$ cat src/rtl/uart_tx_pkg.sv
package uart_tx_pkg;
    typedef enum logic [1:0] {
        SH_IDLE  = 2'd0,
        SH_START = 2'd1,
        SH_DATA  = 2'd2,
        SH_STOP  = 2'd3
    } sh_state_e;
endpackage

$ cat src/rtl/uart_tx_hold.sv
module uart_tx_hold #(
    parameter int DATA_W = 8,
    parameter int DEPTH  = 16
) (
    input  logic              clk,
    input  logic              rst_n,
    input  logic              limit_one,
    input  logic              push,
    input  logic [DATA_W-1:0] push_data,
    input  logic              pop,
    output logic [DATA_W-1:0] head_data,
    output logic              empty
);
    localparam int PTR_W = (DEPTH > 1) ? $clog2(DEPTH) : 1;
    localparam int CNT_W = $clog2(DEPTH + 1);

    typedef struct packed {
        logic [DEPTH-1:0][DATA_W-1:0] mem;
        logic [PTR_W-1:0]             wptr;
        logic [PTR_W-1:0]             rptr;
        logic [CNT_W-1:0]             count;
    } hold_st_t;

    hold_st_t st_q, st_d;
    logic     full;
    logic     do_push;
    logic     do_pop;

    assign full      = limit_one ? (st_q.count != '0) : (st_q.count == CNT_W'(DEPTH));
    assign empty     = (st_q.count == '0);
    assign head_data = st_q.mem[st_q.rptr];
    assign do_push   = push && !full;
    assign do_pop    = pop && !empty;

    always_comb begin
        st_d = st_q;
        if (do_push) begin
            st_d.mem[st_q.wptr] = push_data;
            st_d.wptr = (st_q.wptr == PTR_W'(DEPTH - 1)) ? '0 : st_q.wptr + 1'b1;
        end
        if (do_pop) begin
            st_d.rptr = (st_q.rptr == PTR_W'(DEPTH - 1)) ? '0 : st_q.rptr + 1'b1;
        end
        case ({do_push, do_pop})
            2'b10:   st_d.count = st_q.count + 1'b1;
            2'b01:   st_d.count = st_q.count - 1'b1;
            default: st_d.count = st_q.count;
        endcase
    end

    always_ff @(posedge clk) begin
        if (!rst_n) st_q <= '0;
        else        st_q <= st_d;
    end

    AST_NO_OVERFLOW: assert property (@(posedge clk) disable iff (!rst_n)
        (push && full && !pop) |=> (st_q.count == $past(st_q.count)));
    AST_SINGLE_SLOT: assert property (@(posedge clk) disable iff (!rst_n)
        (limit_one && $stable(limit_one)) |-> (st_q.count <= CNT_W'(1)));
    AST_POP_NONEMPTY: assert property (@(posedge clk) disable iff (!rst_n)
        pop |-> !empty);
endmodule

$ cat src/rtl/uart_tx_shifter.sv
module uart_tx_shifter
    import uart_tx_pkg::*;
#(
    parameter int DATA_W  = 8,
    parameter int OS_RATE = 16
) (
    input  logic              clk,
    input  logic              rst_n,
    input  logic              tick,
    input  logic              avail,
    input  logic [DATA_W-1:0] load_data,
    output logic              pop,
    output logic              busy,
    output logic              tx
);
    localparam int CW = $clog2(OS_RATE);
    localparam int IW = (DATA_W > 1) ? $clog2(DATA_W) : 1;

    typedef struct packed {
        sh_state_e         state;
        logic [CW-1:0]     cnt;
        logic [IW-1:0]     idx;
        logic [DATA_W-1:0] shreg;
        logic              line;
    } sh_st_t;

    sh_st_t st_q, st_d;

    always_comb begin
        st_d = st_q;
        pop  = 1'b0;
        if (tick) begin
            if (st_q.state == SH_IDLE) begin
                if (avail) begin
                    pop        = 1'b1;
                    st_d.state = SH_START;
                    st_d.shreg = load_data;
                    st_d.cnt   = '0;
                    st_d.line  = 1'b0;
                end
            end else if (st_q.cnt != CW'(OS_RATE - 1)) begin
                st_d.cnt = st_q.cnt + 1'b1;
            end else begin
                st_d.cnt = '0;
                case (st_q.state)
                    SH_START: begin
                        st_d.state = SH_DATA;
                        st_d.idx   = '0;
                        st_d.line  = st_q.shreg[0];
                    end
                    SH_DATA: begin
                        if (st_q.idx == IW'(DATA_W - 1)) begin
                            st_d.state = SH_STOP;
                            st_d.line  = 1'b1;
                        end else begin
                            st_d.idx   = st_q.idx + 1'b1;
                            st_d.shreg = st_q.shreg >> 1;
                            st_d.line  = st_q.shreg[1];
                        end
                    end
                    default: begin
                        if (avail) begin
                            pop        = 1'b1;
                            st_d.state = SH_START;
                            st_d.shreg = load_data;
                            st_d.line  = 1'b0;
                        end else begin
                            st_d.state = SH_IDLE;
                            st_d.line  = 1'b1;
                        end
                    end
                endcase
            end
        end
    end

    always_ff @(posedge clk) begin
        if (!rst_n) begin
            st_q       <= '0;
            st_q.state <= SH_IDLE;
            st_q.line  <= 1'b1;
        end else begin
            st_q <= st_d;
        end
    end

    assign busy = (st_q.state != SH_IDLE);
    assign tx   = st_q.line;

    AST_TX_ON_TICK: assert property (@(posedge clk) disable iff (!rst_n)
        !tick |=> $stable(tx));
    AST_START_LOW: assert property (@(posedge clk) disable iff (!rst_n)
        $fell(tx) |-> (st_q.state == SH_START || st_q.state == SH_DATA));
    AST_STOP_HIGH: assert property (@(posedge clk) disable iff (!rst_n)
        (st_q.state == SH_STOP) |-> tx);
endmodule

$ cat src/rtl/uart_tx_path.sv
module uart_tx_path #(
    parameter int DATA_W  = 8,
    parameter int DEPTH   = 16,
    parameter int OS_RATE = 16
) (
    input  logic              clk,
    input  logic              rst_n,
    input  logic              fifo_en,
    input  logic              wr_en,
    input  logic [DATA_W-1:0] wr_data,
    input  logic              baud_tick,
    output logic              tx,
    output logic              hold_empty,
    output logic              tx_idle
);
    logic              pop;
    logic              busy;
    logic [DATA_W-1:0] head_data;

    uart_tx_hold #(.DATA_W(DATA_W), .DEPTH(DEPTH)) u_hold (
        .clk       (clk),
        .rst_n     (rst_n),
        .limit_one (!fifo_en),
        .push      (wr_en),
        .push_data (wr_data),
        .pop       (pop),
        .head_data (head_data),
        .empty     (hold_empty)
    );

    uart_tx_shifter #(.DATA_W(DATA_W), .OS_RATE(OS_RATE)) u_shift (
        .clk       (clk),
        .rst_n     (rst_n),
        .tick      (baud_tick),
        .avail     (!hold_empty),
        .load_data (head_data),
        .pop       (pop),
        .busy      (busy),
        .tx        (tx)
    );

    assign tx_idle = hold_empty && !busy;

    AST_IDLE_LINE_HIGH: assert property (@(posedge clk) disable iff (!rst_n)
        tx_idle |-> tx);
    AST_IDLE_NEEDS_EMPTY: assert property (@(posedge clk) disable iff (!rst_n)
        tx_idle |-> hold_empty);
endmodule

$ cat config.mk
export PLATFORM = sky130hd
export DESIGN_NAME = uart_tx_path
export DESIGN_NICKNAME = d
export VERILOG_FILES = /design/src/rtl/uart_tx_pkg.sv /design/src/rtl/uart_tx_hold.sv /design/src/rtl/uart_tx_shifter.sv /design/src/rtl/uart_tx_path.sv
export SDC_FILE = /design/constraint.sdc
export NUM_CORES = 1
export LEC_CHECK = 0
export BUFFER_PORTS_ARGS = -buffer_cell sky130_fd_sc_hd__clkbuf_2
export CAP_MARGIN = 30
export CELL_PAD_IN_SITES_DETAIL_PLACEMENT = 0
export CELL_PAD_IN_SITES_GLOBAL_PLACEMENT = 1
export CORE_UTILIZATION = 50
export CTS_CLUSTER_DIAMETER = 40
export DETAILED_ROUTE_END_ITERATION = 7
export PLACE_DENSITY = 0.81
export SETUP_SLACK_MARGIN = 0.02
export SKIP_LAST_GASP = 1
export SLEW_MARGIN = 10
export SYNTH_ARGS = -nofsm -noshare
export SYNTH_HDL_FRONTEND = slang
export SYNTH_SLANG_ARGS = --single-unit
$ cat constraint.sdc
create_clock -name clk -period 4.05 [get_ports clk]
set_input_delay 0 -clock clk [delete_from_list [all_inputs] [get_ports clk]]
set_output_delay 0 -clock clk [all_outputs]
set_load 0.005 [all_outputs]
==> run metrics <==
status=completed; Antenna diodes=0; PwrDens=535 mW/mm²; number of fill cells in the layout=1362; worst skew pair latency=roughly 0.43 ns; clock sink count=159; first-pass GRT wire length=approximately 28 mm; setup TNS=0 ns; Area Overhead vs Synth=9.52%; Worst-Margin Slew=0.973 ns; maximum resistive drop on vdd=about 350 µV; Routed Antenna Nets=0; Worst R2R Setup Slack=0.91 ns; die area=0.0163 mm²; Final Skew=between 0.007 and 0.008 ns; Via density=between 5 and 6; arrival time worst endpoint=3.49 ns; max-slew violations=0; syn_nets=~770; Critical Path Fanout Max=9; IO buf count=15; max_cap viols=0; period utilization=around 78%; Cell Area, Synth=around 0.0079 mm²; distinct cell type count after synthesis=between 50 and 60; row cnt=between 40 and 50; EDFF count, synth=0; initial antenna violation count=0; Post-Synthesis Cells=around 740; crit end category=flip-flop; DR vias=~5300; share of cells above drive strength 1=13.2%; Synth warnings=0; RSZ-0062 raised after global routing=false; Final GP Congestion=~0.80; initial DRC count=~280; Worst Setup Start Kind=flip-flop; post-synthesis sequential area ratio=~40%; Starting Density=approximately half; Global Route Usage Sum=between 20% and 30%; most frequent cells in the layout=158 x dfxtp_1, 148 x mux2i_1, 140 x nor2b_1, 41 x nand2_1, 24 x mux4_2; largest net degree at the start of global routing=between 100 and 150; GRT overflow=0; Avg Inst Size Synth=around 11 µm²; Routed Wire Length=around 17 mm; Avg WL per Cell=~18 µm; Slew headroom=about a third; Worst EP required=between 4 and 5 ns; f_max=0.318 GHz; CP Class=reg -> reg; Min Hold Slack=between 0.09 and 0.1 ns; Worst setup startpoint=u_shift.st_q[17]$_SDFFE_PN0P_; min-delay src=baud_tick; Pre-antenna DRT Iters=5; FFs w/ async S/R, synth=0%; Leak=roughly 0.0029 µW; CTS tree=done; HPWL Detailed=11.4 mm; total core area=between 0.015 and 0.02 mm²; Die X=roughly 130 µm; Sequential Area=0.00318 mm²; vias in the first global route=~5200; cts repair resizes=0; DIE HEIGHT=128 µm; clk root buf=clkbuf_16; Final #Nets=757; area of the multi-input gates=roughly 0.0044 mm²; Tmin final=around 3.1 ns; Residual DRC=0; most common cell after layout, fill and taps aside=dfxtp_1; FF+latch count, synth=159; hold crit path type=in -> reg; Worst-path clk slew=roughly 0.06 ns; # H-tree levels=4; IO Count=16; Final setup violation count=0; R2R Path Start=u_shift.st_q[17]$_SDFFE_PN0P_; Main synth FF type=dfxtp_1; CTS buffer count=17; Longest Clk Path Bufs=2; final hold vios=0
==> layout make-up <==
type                       count  area share, %
sequential                   159           36.9
inverter                      10          0.435
clock buffer                  19           5.13
multi-input combinational    518           50.7
clock inverter                11           1.57
tap                          211           3.06
timing repair buffer          24           2.16
==> routing by layer <==
| layer | share of wire (%) | GRT usage, % |
|---|---|---|
| met2 | 49 | 38.2 |
| met5 | 0 | 0 |
| met4 | 0.93 | 6.37 |
| met3 | 3.1 | 4.82 |
| met1 | 47 | 29.7 |
==> synth_stat cells, drive strengths merged (8+ instances only) <==
cell | number | share of area (%)
a21boi | 8 | 0.76
a21oi | 8 | 0.51
a22o | 8 | 0.89
a22oi | 8 | 0.76
a31oi | 10 | 0.79
buf | 14 | 1.6
clkbuf | 41 | 2.0
dfxtp | 159 | 40
ha | 14 | 2.2
inv | 10 | 0.48
mux2i | 149 | 19
mux4 | 24 | 6.9
nand2 | 41 | 2.0
nand3 | 8 | 0.51
nor2b | 140 | 11
nor3 | 18 | 2.5
o21ai | 10 | 0.64
or3 | 8 | 0.64
==> worst max-delay path, stage by stage, from the launching register on <==
cell      delay (ns)
dfxtp_1         0.40
inv_1           0.10
ha_1            0.38
and4b_1         0.21
o221ai_1        0.29
inv_1           0.19
ha_1            0.35
xor2_1          0.19
ha_1            0.23
a21oi_1         0.15
xor2_1          0.10
or3_1           0.31
a21boi_0        0.17
==> path summary, 6_finish.rpt <==
check | end | depth (start not counted)
min | u_hold.st_q[8]$_SDFFE_PN0P_ | 4
max reg2reg | u_hold.st_q[2]$_SDFFE_PN0P_ | 12
min reg2reg | u_shift.st_q[10]$_SDFFE_PN0P_ | 2
max | u_hold.st_q[2]$_SDFFE_PN0P_ | 12
==> registers in the layout, indices dropped and copies added (netlist names) <==
name	cells
u_hold.st_q	141
u_shift.st_q	17
u_shift.tx	1
==> through the flow <==
step	worst slack, ns	instance area [µm²]	std cells	utilization, %	power (µW)
2_1_floorplan	1.12	7880	742	-	2780
3_3_place_gp	1.13	7990	918	52.2	2980
3_5_place_dp	0.906	8000	919	52.2	3010
4_1_cts	0.883	8600	951	56.1	4590
5_1_grt	0.650	8630	952	56.3	4850
6_report	0.907	8630	952	56.3	4620
==> power by group <==
| part | internal [µW] | switching, µW |
|---|---|---|
| Sequential | 1660 | 126 |
| Combinational | 536 | 706 |
| Clock | 926 | 660 |
| Total | 3120 | 1490 |
==> timing repair <==
| action | 4_1_cts | 5_1_grt |
|---|---|---|
| endpoints found under the hold margin | 33 | 0 |
| buffers inserted | 0 | 0 |
| hold buffers | 2 | 0 |
==> kinds of logic (layout without fill, tap and decap cells) <==
logic type,count (synthesis),in the layout,share of synthesized area [%]
AOI/OAI and AO/OA,72,72,6.47
xor gates and xnor gates,7,7,0.778
adders and majority gates,14,14,2.22
buffers and inverters,65,64,4.04
DFF,159,159,40.4
muxes,174,174,26.1
and+or+nand+nor,251,251,20.0
Note: power is estimated with default switching activity, not from simulation.
